### config.mk
export PLATFORM = sky130hd
export DESIGN_NAME = dmareg_top
export DESIGN_NICKNAME = d
export VERILOG_FILES = /design/src/rtl/dmareg_pkg.sv /design/src/rtl/dmareg_ctrl.sv /design/src/rtl/dmareg_datapath.sv /design/src/rtl/dmareg_top.sv
export SDC_FILE = /design/constraint.sdc
export NUM_CORES = 1
export LEC_CHECK = 0
export ABC_AREA = 1
export BUFFER_PORTS_ARGS = -buffer_cell sky130_fd_sc_hd__buf_2
export CORE_MARGIN = 1
export CORE_UTILIZATION = 40
export DETAILED_ROUTE_END_ITERATION = 12
export SLEW_MARGIN = 20
export SYNTH_ARGS = -nofsm -noshare
export SYNTH_HDL_FRONTEND = slang
export SYNTH_HIERARCHICAL = 1
export SYNTH_SLANG_ARGS = --single-unit
### constraint.sdc
create_clock -name clk -period 2.1 [get_ports clk]
set_input_delay 0.315 -clock clk [delete_from_list [all_inputs] [get_ports clk]]
set_output_delay 0.315 -clock clk [all_outputs]
set_load 0.01 [all_outputs]
### src/rtl/dmareg_pkg.sv
package dmareg_pkg;

  localparam int NUM_CH   = 4;
  localparam int CH_W     = $clog2(NUM_CH);
  localparam int BYTE_W   = 8;
  localparam int REG_W    = 2 * BYTE_W;
  localparam int OFF_W    = 4;
  localparam int NUM_OFF  = 1 << OFF_W;

  localparam logic [OFF_W-1:0] OFF_STAT_CMD  = 4'h8;
  localparam logic [OFF_W-1:0] OFF_MASK_ONE  = 4'hA;
  localparam logic [OFF_W-1:0] OFF_MODE      = 4'hB;
  localparam logic [OFF_W-1:0] OFF_PTR_CLR   = 4'hC;
  localparam logic [OFF_W-1:0] OFF_MASTER    = 4'hD;
  localparam logic [OFF_W-1:0] OFF_MASK_ALL  = 4'hF;

  typedef enum logic [1:0] {
    RD_CHREG  = 2'd0,
    RD_STATUS = 2'd1,
    RD_ZERO   = 2'd2,
    RD_SHADOW = 2'd3
  } rdSel_e;

  typedef struct packed {
    logic [NUM_CH-1:0] addrWr;
    logic [NUM_CH-1:0] cntWr;
    logic              hiByte;
    logic              cmdWr;
    logic              maskOneWr;
    logic              modeWr;
    logic              maskAllSet;
    logic              maskLoad;
    logic              statusClr;
    logic              shadowWr;
    rdSel_e            rdSel;
    logic              rdIsCount;
    logic [CH_W-1:0]   rdCh;
  } regStrobes_t;

  function automatic logic [REG_W-1:0] mergeByte(
    input logic [REG_W-1:0]  oldVal,
    input logic [BYTE_W-1:0] newByte,
    input logic              hiLane
  );
    logic [REG_W-1:0] res;
    res = oldVal;
    if (hiLane) res[REG_W-1:BYTE_W] = newByte;
    else        res[BYTE_W-1:0]     = newByte;
    return res;
  endfunction

endpackage

### src/rtl/dmareg_ctrl.sv
module dmareg_ctrl
  import dmareg_pkg::*;
(
  input  logic             clk,
  input  logic             rst_n,
  input  logic [OFF_W-1:0] busOffset,
  input  logic             busWrEn,
  input  logic             busRdEn,
  output regStrobes_t      strobes,
  output logic             ptrHi
);

  logic            ptrQ;
  logic            ptrNext;
  logic            isChReg;
  logic            doWr;
  logic            doRd;
  logic [CH_W-1:0] selCh;

  assign isChReg = ~busOffset[OFF_W-1];
  assign selCh   = busOffset[CH_W:1];
  assign doWr    = busWrEn;
  assign doRd    = busRdEn & ~busWrEn;

  // decode of host strobes into datapath controls
  always_comb begin
    strobes           = '0;
    strobes.hiByte    = ptrQ;
    strobes.rdCh      = selCh;
    strobes.rdIsCount = busOffset[0];
    for (int i = 0; i < NUM_CH; i++) begin
      strobes.addrWr[i] = doWr & isChReg & ~busOffset[0] & (selCh == CH_W'(i));
      strobes.cntWr[i]  = doWr & isChReg &  busOffset[0] & (selCh == CH_W'(i));
    end
    strobes.cmdWr      = doWr & (busOffset == OFF_STAT_CMD);
    strobes.maskOneWr  = doWr & (busOffset == OFF_MASK_ONE);
    strobes.modeWr     = doWr & (busOffset == OFF_MODE);
    strobes.maskAllSet = doWr & (busOffset == OFF_MASTER);
    strobes.maskLoad   = doWr & (busOffset == OFF_MASK_ALL);
    strobes.statusClr  = doRd & (busOffset == OFF_STAT_CMD);
    strobes.shadowWr   = doWr;
    if (isChReg)                           strobes.rdSel = RD_CHREG;
    else if (busOffset == OFF_STAT_CMD)    strobes.rdSel = RD_STATUS;
    else if (busOffset == OFF_MASTER)      strobes.rdSel = RD_ZERO;
    else                                   strobes.rdSel = RD_SHADOW;
  end

  // shared byte-order flip-flop
  always_comb begin
    ptrNext = ptrQ;
    if (doWr && (busOffset == OFF_PTR_CLR || busOffset == OFF_MASTER))
      ptrNext = 1'b0;
    else if ((doWr || doRd) && isChReg)
      ptrNext = ~ptrQ;
  end

  always_ff @(posedge clk) begin
    if (!rst_n) ptrQ <= 1'b0;
    else        ptrQ <= ptrNext;
  end

  assign ptrHi = ptrQ;

endmodule

### src/rtl/dmareg_datapath.sv
module dmareg_datapath
  import dmareg_pkg::*;
(
  input  logic                     clk,
  input  logic                     rst_n,
  input  regStrobes_t              strobes,
  input  logic [OFF_W-1:0]         busOffset,
  input  logic                     busRdEn,
  input  logic [BYTE_W-1:0]        busWrData,
  output logic [BYTE_W-1:0]        busRdData,
  input  logic [NUM_CH-1:0]        engStatusSet,
  input  logic [NUM_CH-1:0]        engMaskSet,
  output logic [NUM_CH*REG_W-1:0]  chBaseAddr,
  output logic [NUM_CH*REG_W-1:0]  chCurAddr,
  output logic [NUM_CH*REG_W-1:0]  chBaseCount,
  output logic [NUM_CH*REG_W-1:0]  chCurCount,
  output logic [NUM_CH*BYTE_W-1:0] chMode,
  output logic [BYTE_W-1:0]        cmdReg,
  output logic [NUM_CH-1:0]        maskReg,
  output logic [NUM_CH-1:0]        statusReg
);

  logic [REG_W-1:0]  baseAddrQ [NUM_CH];
  logic [REG_W-1:0]  curAddrQ  [NUM_CH];
  logic [REG_W-1:0]  baseCntQ  [NUM_CH];
  logic [REG_W-1:0]  curCntQ   [NUM_CH];
  logic [BYTE_W-1:0] modeQ     [NUM_CH];
  logic [BYTE_W-1:0] shadowQ   [NUM_OFF];
  logic [BYTE_W-1:0] cmdQ;
  logic [NUM_CH-1:0] maskQ;
  logic [NUM_CH-1:0] maskNext;
  logic [NUM_CH-1:0] statusQ;
  logic [NUM_CH-1:0] statusNext;
  logic [CH_W-1:0]   modeCh;

  assign modeCh = busWrData[CH_W-1:0];

  // per-channel address, count and mode storage
  for (genvar ch = 0; ch < NUM_CH; ch++) begin : g_chan
    logic [REG_W-1:0] addrMerged;
    logic [REG_W-1:0] cntMerged;

    assign addrMerged = mergeByte(baseAddrQ[ch], busWrData, strobes.hiByte);
    assign cntMerged  = mergeByte(baseCntQ[ch],  busWrData, strobes.hiByte);

    always_ff @(posedge clk) begin
      if (!rst_n) begin
        baseAddrQ[ch] <= '0;
        curAddrQ[ch]  <= '0;
        baseCntQ[ch]  <= '0;
        curCntQ[ch]   <= '0;
        modeQ[ch]     <= '0;
      end else begin
        if (strobes.addrWr[ch]) begin
          baseAddrQ[ch] <= addrMerged;
          curAddrQ[ch]  <= addrMerged;
        end
        if (strobes.cntWr[ch]) begin
          baseCntQ[ch] <= cntMerged;
          curCntQ[ch]  <= cntMerged;
        end
        if (strobes.modeWr && modeCh == CH_W'(ch))
          modeQ[ch] <= busWrData;
      end
    end

    assign chBaseAddr [ch*REG_W +: REG_W]   = baseAddrQ[ch];
    assign chCurAddr  [ch*REG_W +: REG_W]   = curAddrQ[ch];
    assign chBaseCount[ch*REG_W +: REG_W]   = baseCntQ[ch];
    assign chCurCount [ch*REG_W +: REG_W]   = curCntQ[ch];
    assign chMode     [ch*BYTE_W +: BYTE_W] = modeQ[ch];
  end

  // mask: host command first, then engine pulses
  always_comb begin
    maskNext = maskQ;
    if (strobes.maskOneWr)
      maskNext[modeCh] = busWrData[2];
    if (strobes.maskAllSet)
      maskNext = '1;
    if (strobes.maskLoad)
      maskNext = busWrData[NUM_CH-1:0];
    maskNext = maskNext | engMaskSet;
  end

  // status: read clears, engine pulses stick
  always_comb begin
    statusNext = strobes.statusClr ? '0 : statusQ;
    statusNext = statusNext | engStatusSet;
  end

  always_ff @(posedge clk) begin
    if (!rst_n) begin
      cmdQ    <= '0;
      maskQ   <= '0;
      statusQ <= '0;
    end else begin
      if (strobes.cmdWr) cmdQ <= busWrData;
      maskQ   <= maskNext;
      statusQ <= statusNext;
    end
  end

  always_ff @(posedge clk) begin
    if (!rst_n) begin
      for (int k = 0; k < NUM_OFF; k++) shadowQ[k] <= '0;
    end else if (strobes.shadowWr) begin
      shadowQ[busOffset] <= busWrData;
    end
  end

  // read multiplexer
  logic [REG_W-1:0]  chWord;
  logic [BYTE_W-1:0] rdByte;

  always_comb begin
    chWord = strobes.rdIsCount ? curCntQ[strobes.rdCh] : curAddrQ[strobes.rdCh];
    unique case (strobes.rdSel)
      RD_CHREG:  rdByte = strobes.hiByte ? chWord[REG_W-1:BYTE_W] : chWord[BYTE_W-1:0];
      RD_STATUS: rdByte = {{(BYTE_W-NUM_CH){1'b0}}, statusQ};
      RD_ZERO:   rdByte = '0;
      default:   rdByte = shadowQ[busOffset];
    endcase
  end

  assign busRdData = busRdEn ? rdByte : '0;
  assign cmdReg    = cmdQ;
  assign maskReg   = maskQ;
  assign statusReg = statusQ;

endmodule

### src/rtl/dmareg_top.sv
module dmareg_top
  import dmareg_pkg::*;
(
  input  logic                     clk,
  input  logic                     rst_n,
  input  logic [OFF_W-1:0]         busOffset,
  input  logic                     busWrEn,
  input  logic                     busRdEn,
  input  logic [BYTE_W-1:0]        busWrData,
  output logic [BYTE_W-1:0]        busRdData,
  input  logic [NUM_CH-1:0]        engStatusSet,
  input  logic [NUM_CH-1:0]        engMaskSet,
  output logic [NUM_CH*REG_W-1:0]  chBaseAddr,
  output logic [NUM_CH*REG_W-1:0]  chCurAddr,
  output logic [NUM_CH*REG_W-1:0]  chBaseCount,
  output logic [NUM_CH*REG_W-1:0]  chCurCount,
  output logic [NUM_CH*BYTE_W-1:0] chMode,
  output logic [BYTE_W-1:0]        cmdReg,
  output logic [NUM_CH-1:0]        maskReg,
  output logic [NUM_CH-1:0]        statusReg
);

  regStrobes_t strobes;
  logic        ptrHi;

  dmareg_ctrl u_ctrl (
    .clk       (clk),
    .rst_n     (rst_n),
    .busOffset (busOffset),
    .busWrEn   (busWrEn),
    .busRdEn   (busRdEn),
    .strobes   (strobes),
    .ptrHi     (ptrHi)
  );

  dmareg_datapath u_dp (
    .clk          (clk),
    .rst_n        (rst_n),
    .strobes      (strobes),
    .busOffset    (busOffset),
    .busRdEn      (busRdEn),
    .busWrData    (busWrData),
    .busRdData    (busRdData),
    .engStatusSet (engStatusSet),
    .engMaskSet   (engMaskSet),
    .chBaseAddr   (chBaseAddr),
    .chCurAddr    (chCurAddr),
    .chBaseCount  (chBaseCount),
    .chCurCount   (chCurCount),
    .chMode       (chMode),
    .cmdReg       (cmdReg),
    .maskReg      (maskReg),
    .statusReg    (statusReg)
  );

endmodule

; ---- Word-level counts from Yosys, hierarchy flattened
; Memory sizes are Yosys's and may differ from the RTL's.
; Cells that the tools add are included.
[word_totals]
reg_bits = 17
output_inout_bits = 312
wordCells = 178
ramBits = 416
memories = 6
[classes]
muxes = 93
n_bitwise = 45
order_cmp = 2
reduce_logical = 14
eq_ne = 14
[memory_table]
columns = name, words, word_bits, read_ports, rd_ports_with_merged_regs, write_ports, line_no
row1 = u_dp.shadowQ, 16, 8, 1, 0, 16, dmareg_datapath.sv:28  ; logic [BYTE_W-1:0] shadowQ [NUM_OFF];
row2 = u_dp.baseAddrQ, 4, 16, 4, 0, 4, dmareg_datapath.sv:23  ; logic [REG_W-1:0] baseAddrQ [NUM_CH];
row3 = u_dp.baseCntQ, 4, 16, 4, 0, 4, dmareg_datapath.sv:25  ; logic [REG_W-1:0] baseCntQ [NUM_CH];
row4 = u_dp.curAddrQ, 4, 16, 5, 0, 4, dmareg_datapath.sv:24  ; logic [REG_W-1:0] curAddrQ [NUM_CH];
row5 = u_dp.curCntQ, 4, 16, 5, 0, 4, dmareg_datapath.sv:26  ; logic [REG_W-1:0] curCntQ [NUM_CH];
row6 = u_dp.modeQ, 4, 8, 4, 0, 4, dmareg_datapath.sv:27  ; logic [BYTE_W-1:0] modeQ [NUM_CH];
[ops]
columns = op, count
row1 = $mux 16, 17
row2 = $mux 8, 23
row3 = $mux 1, 43
row4 = $eq 4x4->1 const B, 6
row5 = $pmux 8 s3, 1
row6 = $mux 4, 5
row7 = $or 1x1->1, 20
row8 = $and 1x1->1, 18
row9 = $eq 2x2->1 const B, 5
row10 = $or 4x4->4, 2
row11 = $reduce_or 8->1, 1
row12 = $logic_and 1x1->1, 7
row13 = $eq 2x1->1 const B, 3
row14 = $logic_not 2->1, 3
row15 = $not 1->1, 5
row16 = $bwmux 4, 1
row17 = $mux 2, 2
row18 = $lt 2x3->1 const B, 1
row19 = $demux 1 s2, 1
row20 = $ge 2x1->1 const B, 1
row21 = $logic_or 1x1->1, 2
row22 = $reduce_or 2->1, 1

; ---- Logic depth before layout (Yosys ltp)
[depth]
word_depth = 9
mapped_depth = 13

; ---- Hierarchy
; Netlist, hierarchy kept.
[by_module_without_submodules]
columns = mod, instances, cells_per_inst, seq_area_each_um2, area_per_inst_um2
row1 = dmareg_datapath, 1, 1901, 8968.6, 15941.5
row2 = dmareg_ctrl, 1, 50, 20.0, 249.0

; ---- Least setup slack after synthesis
; Ideal clock, no wire load.
[synth_timing]
kind = input to output
start = input busOffset[2]
end = output busRdData[7]
arrival_time_ns = 1.440
path_buffers = 3
slack_ns = 0.345
required_time_ns = 1.785
cell_stages = 10
cell_sequence = buf_4 buf_2 inv_1 clkbuf_1 nand2_1 nand3_1 nand3_1 nand2_1 nand2_1 a21oi_1
[synth_via]
elab_chain_cells = 7
[synth_lines]
columns = item, line_no
row1 = start: declaration, dmareg_top.sv:6  ; input logic [OFF_W-1:0] busOffset,
row2 = $eq 4x4->1, dmareg_ctrl.sv:44  ; else if (busOffset == OFF_MASTER) strobes.rdSel = RD_ZERO;
row3 = $mux 1, dmareg_ctrl.sv:44
row4 = $mux 2, dmareg_ctrl.sv:43  ; else if (busOffset == OFF_STAT_CMD) strobes.rdSel = RD_STATUS;
row5 = $mux 2, dmareg_ctrl.sv:42  ; if (isChReg) strobes.rdSel = RD_CHREG;
row6 = $eq 2x2->1 (tied with other cells), dmareg_datapath.sv:118  ; unique case (strobes.rdSel)
row7 = $pmux 8 s3 (*), dmareg_datapath.sv:118
row8 = $mux 8 (*), dmareg_datapath.sv:126  ; assign busRdData = busRdEn ? rdByte : '0;
row9 = end: declaration, dmareg_top.sv:10  ; output logic [BYTE_W-1:0] busRdData,
; Mark *: on every way between the ends. The rest lies on a longest branch, timed or not.

==> results.md <==
Floorplanning:
- The width of the die is 203 um.
- The y dimension of the die is 203 um.
- The core region is 39,800 um^2.
- The number of top-level pins is 336.
- The total number of placement rows is 73.
- For this configuration, the core starts out at a cell density of 40.7%.
- The die outline area is 41,300 um^2.

Status:
- The checks that failed: negative setup slack.
- The run finished, with violations left.

Setup path:
- The most critical setup path has its startpoint at u_dp/curAddrQ[1][7]$_SDFFCE_PN0P_.
- STA puts the critical path data arrival time at 1.91 ns.
- The reg-to-reg critical path startpoint is u_ctrl/ptrHi$_SDFFE_PP0P_.
- The largest individual stage delay along the critical path comes from the cell sky130_fd_sc_hd__edfxtp_1.
- The maximum net fanout on the critical path is 2.
- Among the stages of the critical path, the cell type that occurs most often is sky130_fd_sc_hd__nand2_1.
- The internal reg-to-reg setup slack is 0.15 ns.
- The critical path in this run is classified as flip-flop to output port.
- The worst register-to-register path has a depth of 4.
- Traced cell by cell, the critical path runs through nand2_1, nand2_1, nand2_1, nand3_1, nand3_1, nand2_2, nand2_1, a21oi_2, buf_4, buf_6.
- STA classifies the critical path endpoint as an output port.
- The worst flop-to-flop path endpoint is u_dp/curAddrQ[1][2]$_SDFFCE_PN0P_.
- The delay of the slowest cell on the worst path is 0.37 ns.
- STA puts the critical path data required time at 1.78 ns.
- The worst setup path is launched from a flip-flop.

CTS:
- Clock-pin slew was measured on the worst setup and hold paths at 0.06 ns.
- The clock net in this run drives a total of 305 sinks.
- No sink is reached through more buffers than the 3 on the longest clock path.
- In this run the clock root is driven by a sky130_fd_sc_hd__clkbuf_16.
- The total clock buffers created by CTS is 35.
- TritonCTS built the clock tree.
- The H-tree was split into 2 levels.
- The clock reaches the later pin of the worst-skew pair after 0.53 ns.

GRT:
- The number of antenna violations at the first check in global routing is 0.
- The global-route wire length before repair is 82,200 um.
- The total grt overflow is 0.
- The via count of the first global-routing pass came to 13,800.
- In the global route stage, overall resource usage came out at 26.3%.
- The largest net degree at the start of global routing is 53.

Route:
- For this run, the detailed router's first-pass iteration total came to 6.
- The average via count per standard cell is 5.11.
- After detailed routing, the average wire length per cell comes to 19.1 um.
- Wire segments on met2 add up to 26,100 um in the final route.
- The met3 wire length is 5030 um.
- The number of remaining DRC errors is 0.
- The number of nets still failing antenna checks after routing is 0.
- The overall via count from detail_route is 14,800.
- The wire length on met1 is 22,300 um.
- The uppermost metal layer occupied by signal nets is met4.
- The DRC marker count from the first detailed-route iteration is 1,730.
- For this block, the routed nets add up to 55,300 um of wire.

STA:
- For the final database, setup skew stands at 0.0202 ns.
- Counting I/O delays and the setup requirement, the final critical path takes 2.22 ns.
- For this run, the top clock speed supported by timing is 0.450 GHz.
- The count of final hold-check violations is 0.
- Setup total negative slack on the finished layout was measured at -0.516 ns.
- The final-layout worst hold slack is 0.0799 ns.
- The final number of max-transition violations came to 0.
- The setup slack after layout is -0.122 ns.
- Setup violations remaining at the end of the flow were counted as 8.
- The worst-margin pin slew is 0.697 ns.
- Setup repair after global routing could not meet its margin everywhere.
- The post-route fraction of the period consumed by the critical path is 106%.
- The normalized max-slew margin is 53.4%.

Hold path:
- The cell depth of the worst min-delay path is 3.
- The worst min-delay path class is input port to flip-flop.
- The startpoint identified for the worst hold timing path is engMaskSet[0].
- For hold timing, the worst endpoint is u_dp/maskReg[0]$_SDFF_PN0_.

Synth:
- The netlist area before placement is 16,200 um^2.
- The flip-flop and latch count after synthesis is 305.
- The total number of yosys warnings is 6.
- sky130_fd_sc_hd__nand2_1 is the most common cell in the netlist.
- Sorting the synthesized cells by area gives the leading types as sky130_fd_sc_hd__edfxtp_1 53%, sky130_fd_sc_hd__nand2_1 15%, sky130_fd_sc_hd__buf_4 6.3%.
- The number of enable-type register cells in the synthesized netlist is 288.
- The cell taking the most area after synthesis is sky130_fd_sc_hd__edfxtp_1.
- Summed over its instances, the top area cell type makes up 53.4% of the synthesized netlist area.
- The dominant synthesized flop cell is sky130_fd_sc_hd__edfxtp_1.
- By count the netlist is led by 653 x sky130_fd_sc_hd__nand2_1, 288 x sky130_fd_sc_hd__edfxtp_1, 213 x sky130_fd_sc_hd__inv_1.
- Of all flip-flops after synthesis, the portion carrying an async set or reset was 0%.
- The instance count of the mapped netlist is 1,951.
- The netlist uses 24 different library cells.
- For this run, the register share of the synthesized area comes to 55.5%.
- The average size of a mapped cell is 8.30 um^2.

Run:
- The number of max-cap violations is 0.

Layout:
- The number of antenna cells inserted is 0.
- Summing all non-filler instances in the final layout gives an area of 20,900 um^2.
- The share of cells above drive strength 1 is 30.8%.
- The utilization of the core after routing is 52.4%.
- For this run, the number of standard cells in the final layout without fillers is 2,902.
- The layout filler cell count is 3,731.
- The growth of design area from synthesis to finish is 28.9%.
- The number of nets in the final layout is 2,375.

Power:
- The power density relative to cell area is 736 nW/um^2.
- Summed over all cells, the static leakage comes to 10.0 nW.
- VDD sags by at most 743 uV.
- The overall power consumption is 15.4 mW.

Place:
- The post-detailed-placement cell area is 18,500 um^2.
- The final weighted congestion in routability-driven placement is 0.981.
- The placed cell count is 2,718.
- The wire-length estimate of the detail-placed layout is 38,700 um.
- The count of input and output buffers is 335.
- Prior to clock tree synthesis, the placed netlist has a worst setup slack of -0.248 ns.
-- worst max-delay path by stage --
stage	to	slack [ns]	cells past startpoint
2_1_floorplan	busRdData[7]	0.35	10
3_3_place_gp	busRdData[4]	-0.24	14
3_5_place_dp	busRdData[4]	-0.25	14
4_1_cts	busRdData[7]	-0.08	12
5_1_grt	busRdData[1]	-0.17	11
6_report	busRdData[7]	-0.12	10
-- power breakdown --
| group | switching [mW] | total [mW] | internal, mW |
|---|---|---|---|
| clock | 2.45 | 5.95 | 3.50 |
| sequential | 0.148 | 7.10 | 6.95 |
| combinational | 1.47 | 2.31 | 0.835 |
| total | 4.07 | 15.4 | 11.3 |
-- cells in the final DEF (no fill, tap or decap), types with 5 or more instances in the layout --
master / instances
sky130_fd_sc_hd__nand3_1: 80
sky130_fd_sc_hd__clkinv_1: 6
sky130_fd_sc_hd__clkbuf_16: 38
sky130_fd_sc_hd__o21ai_1: 20
sky130_fd_sc_hd__nand2_1: 633
sky130_fd_sc_hd__clkinv_2: 5
sky130_fd_sc_hd__a21oi_1: 151
sky130_fd_sc_hd__buf_6: 7
sky130_fd_sc_hd__a21oi_4: 5
sky130_fd_sc_hd__o21ai_0: 24
sky130_fd_sc_hd__nand2_2: 28
sky130_fd_sc_hd__dfxtp_1: 16
sky130_fd_sc_hd__buf_2: 327
sky130_fd_sc_hd__inv_1: 204
sky130_fd_sc_hd__inv_2: 13
sky130_fd_sc_hd__clkbuf_1: 8
sky130_fd_sc_hd__edfxtp_1: 288
sky130_fd_sc_hd__buf_12: 31
sky130_fd_sc_hd__or2_2: 8
sky130_fd_sc_hd__o21ai_2: 5
sky130_fd_sc_hd__nand3_2: 20
sky130_fd_sc_hd__buf_4: 221
sky130_fd_sc_hd__nor2_1: 202
sky130_fd_sc_hd__nor2_4: 6
-- cell families (layout without fill, tap and decap cells) --
logic type      Yosys count  count (layout)  share of synthesized area [%]
buf+inv                 449             872                           13.9
compound gates          209             209                           6.48
simple gates            987             987                           24.1
flops                   305             305                           55.5
other cells               1               4                         0.0232
-- layout make-up --
cell class	count	area (um^2)	area share (%)
inverters	219	822	3.94
well taps	525	657	3.15
multi-input cells	1200	5250	25.2
clock inverters	15	109	0.521
repair buffers	590	4040	19.3
clock buffers	48	1010	4.83
flip-flops and latches	305	8990	43.1
-- worst max-delay path: cells and delay by family (launching register included) --
kind,cells,cell delay [ns]
AND/OR/NAND/NOR,7,0.61
flip-flops,1,0.37
buffers and inverters,2,0.24
AO/OA/AOI/OAI,1,0.16
-- state kept, by name (all words and copies together) (netlist names) --
| signal | cells |
|---|---|
| u_dp/maskReg | 4 |
| u_dp/shadowQ | 128 |
| u_dp/statusReg | 4 |
| u_ctrl/ptrHi | 1 |
| u_dp/curAddrQ | 64 |
| u_dp/modeQ | 32 |
| u_dp/cmdReg | 8 |
| u_dp/curCntQ | 64 |
-- routing by layer --
metal / global-route usage (%) / up-vias
met5: 0 / -
met4: 9.77 / 0
met3: 4.30 / 112
met2: 43.4 / 807
met1: 34.8 / 7047
li1: - / 6876
-- what timing repair did --
action	4_1_cts	5_1_grt
gates resized for setup	60	32
hold endpoints to repair	4	0
setup buffers	117	3
setup endpoints to repair	8	8
hold buffers	4	0
pin swaps	54	20
Power figures use the tool's default switching activity.
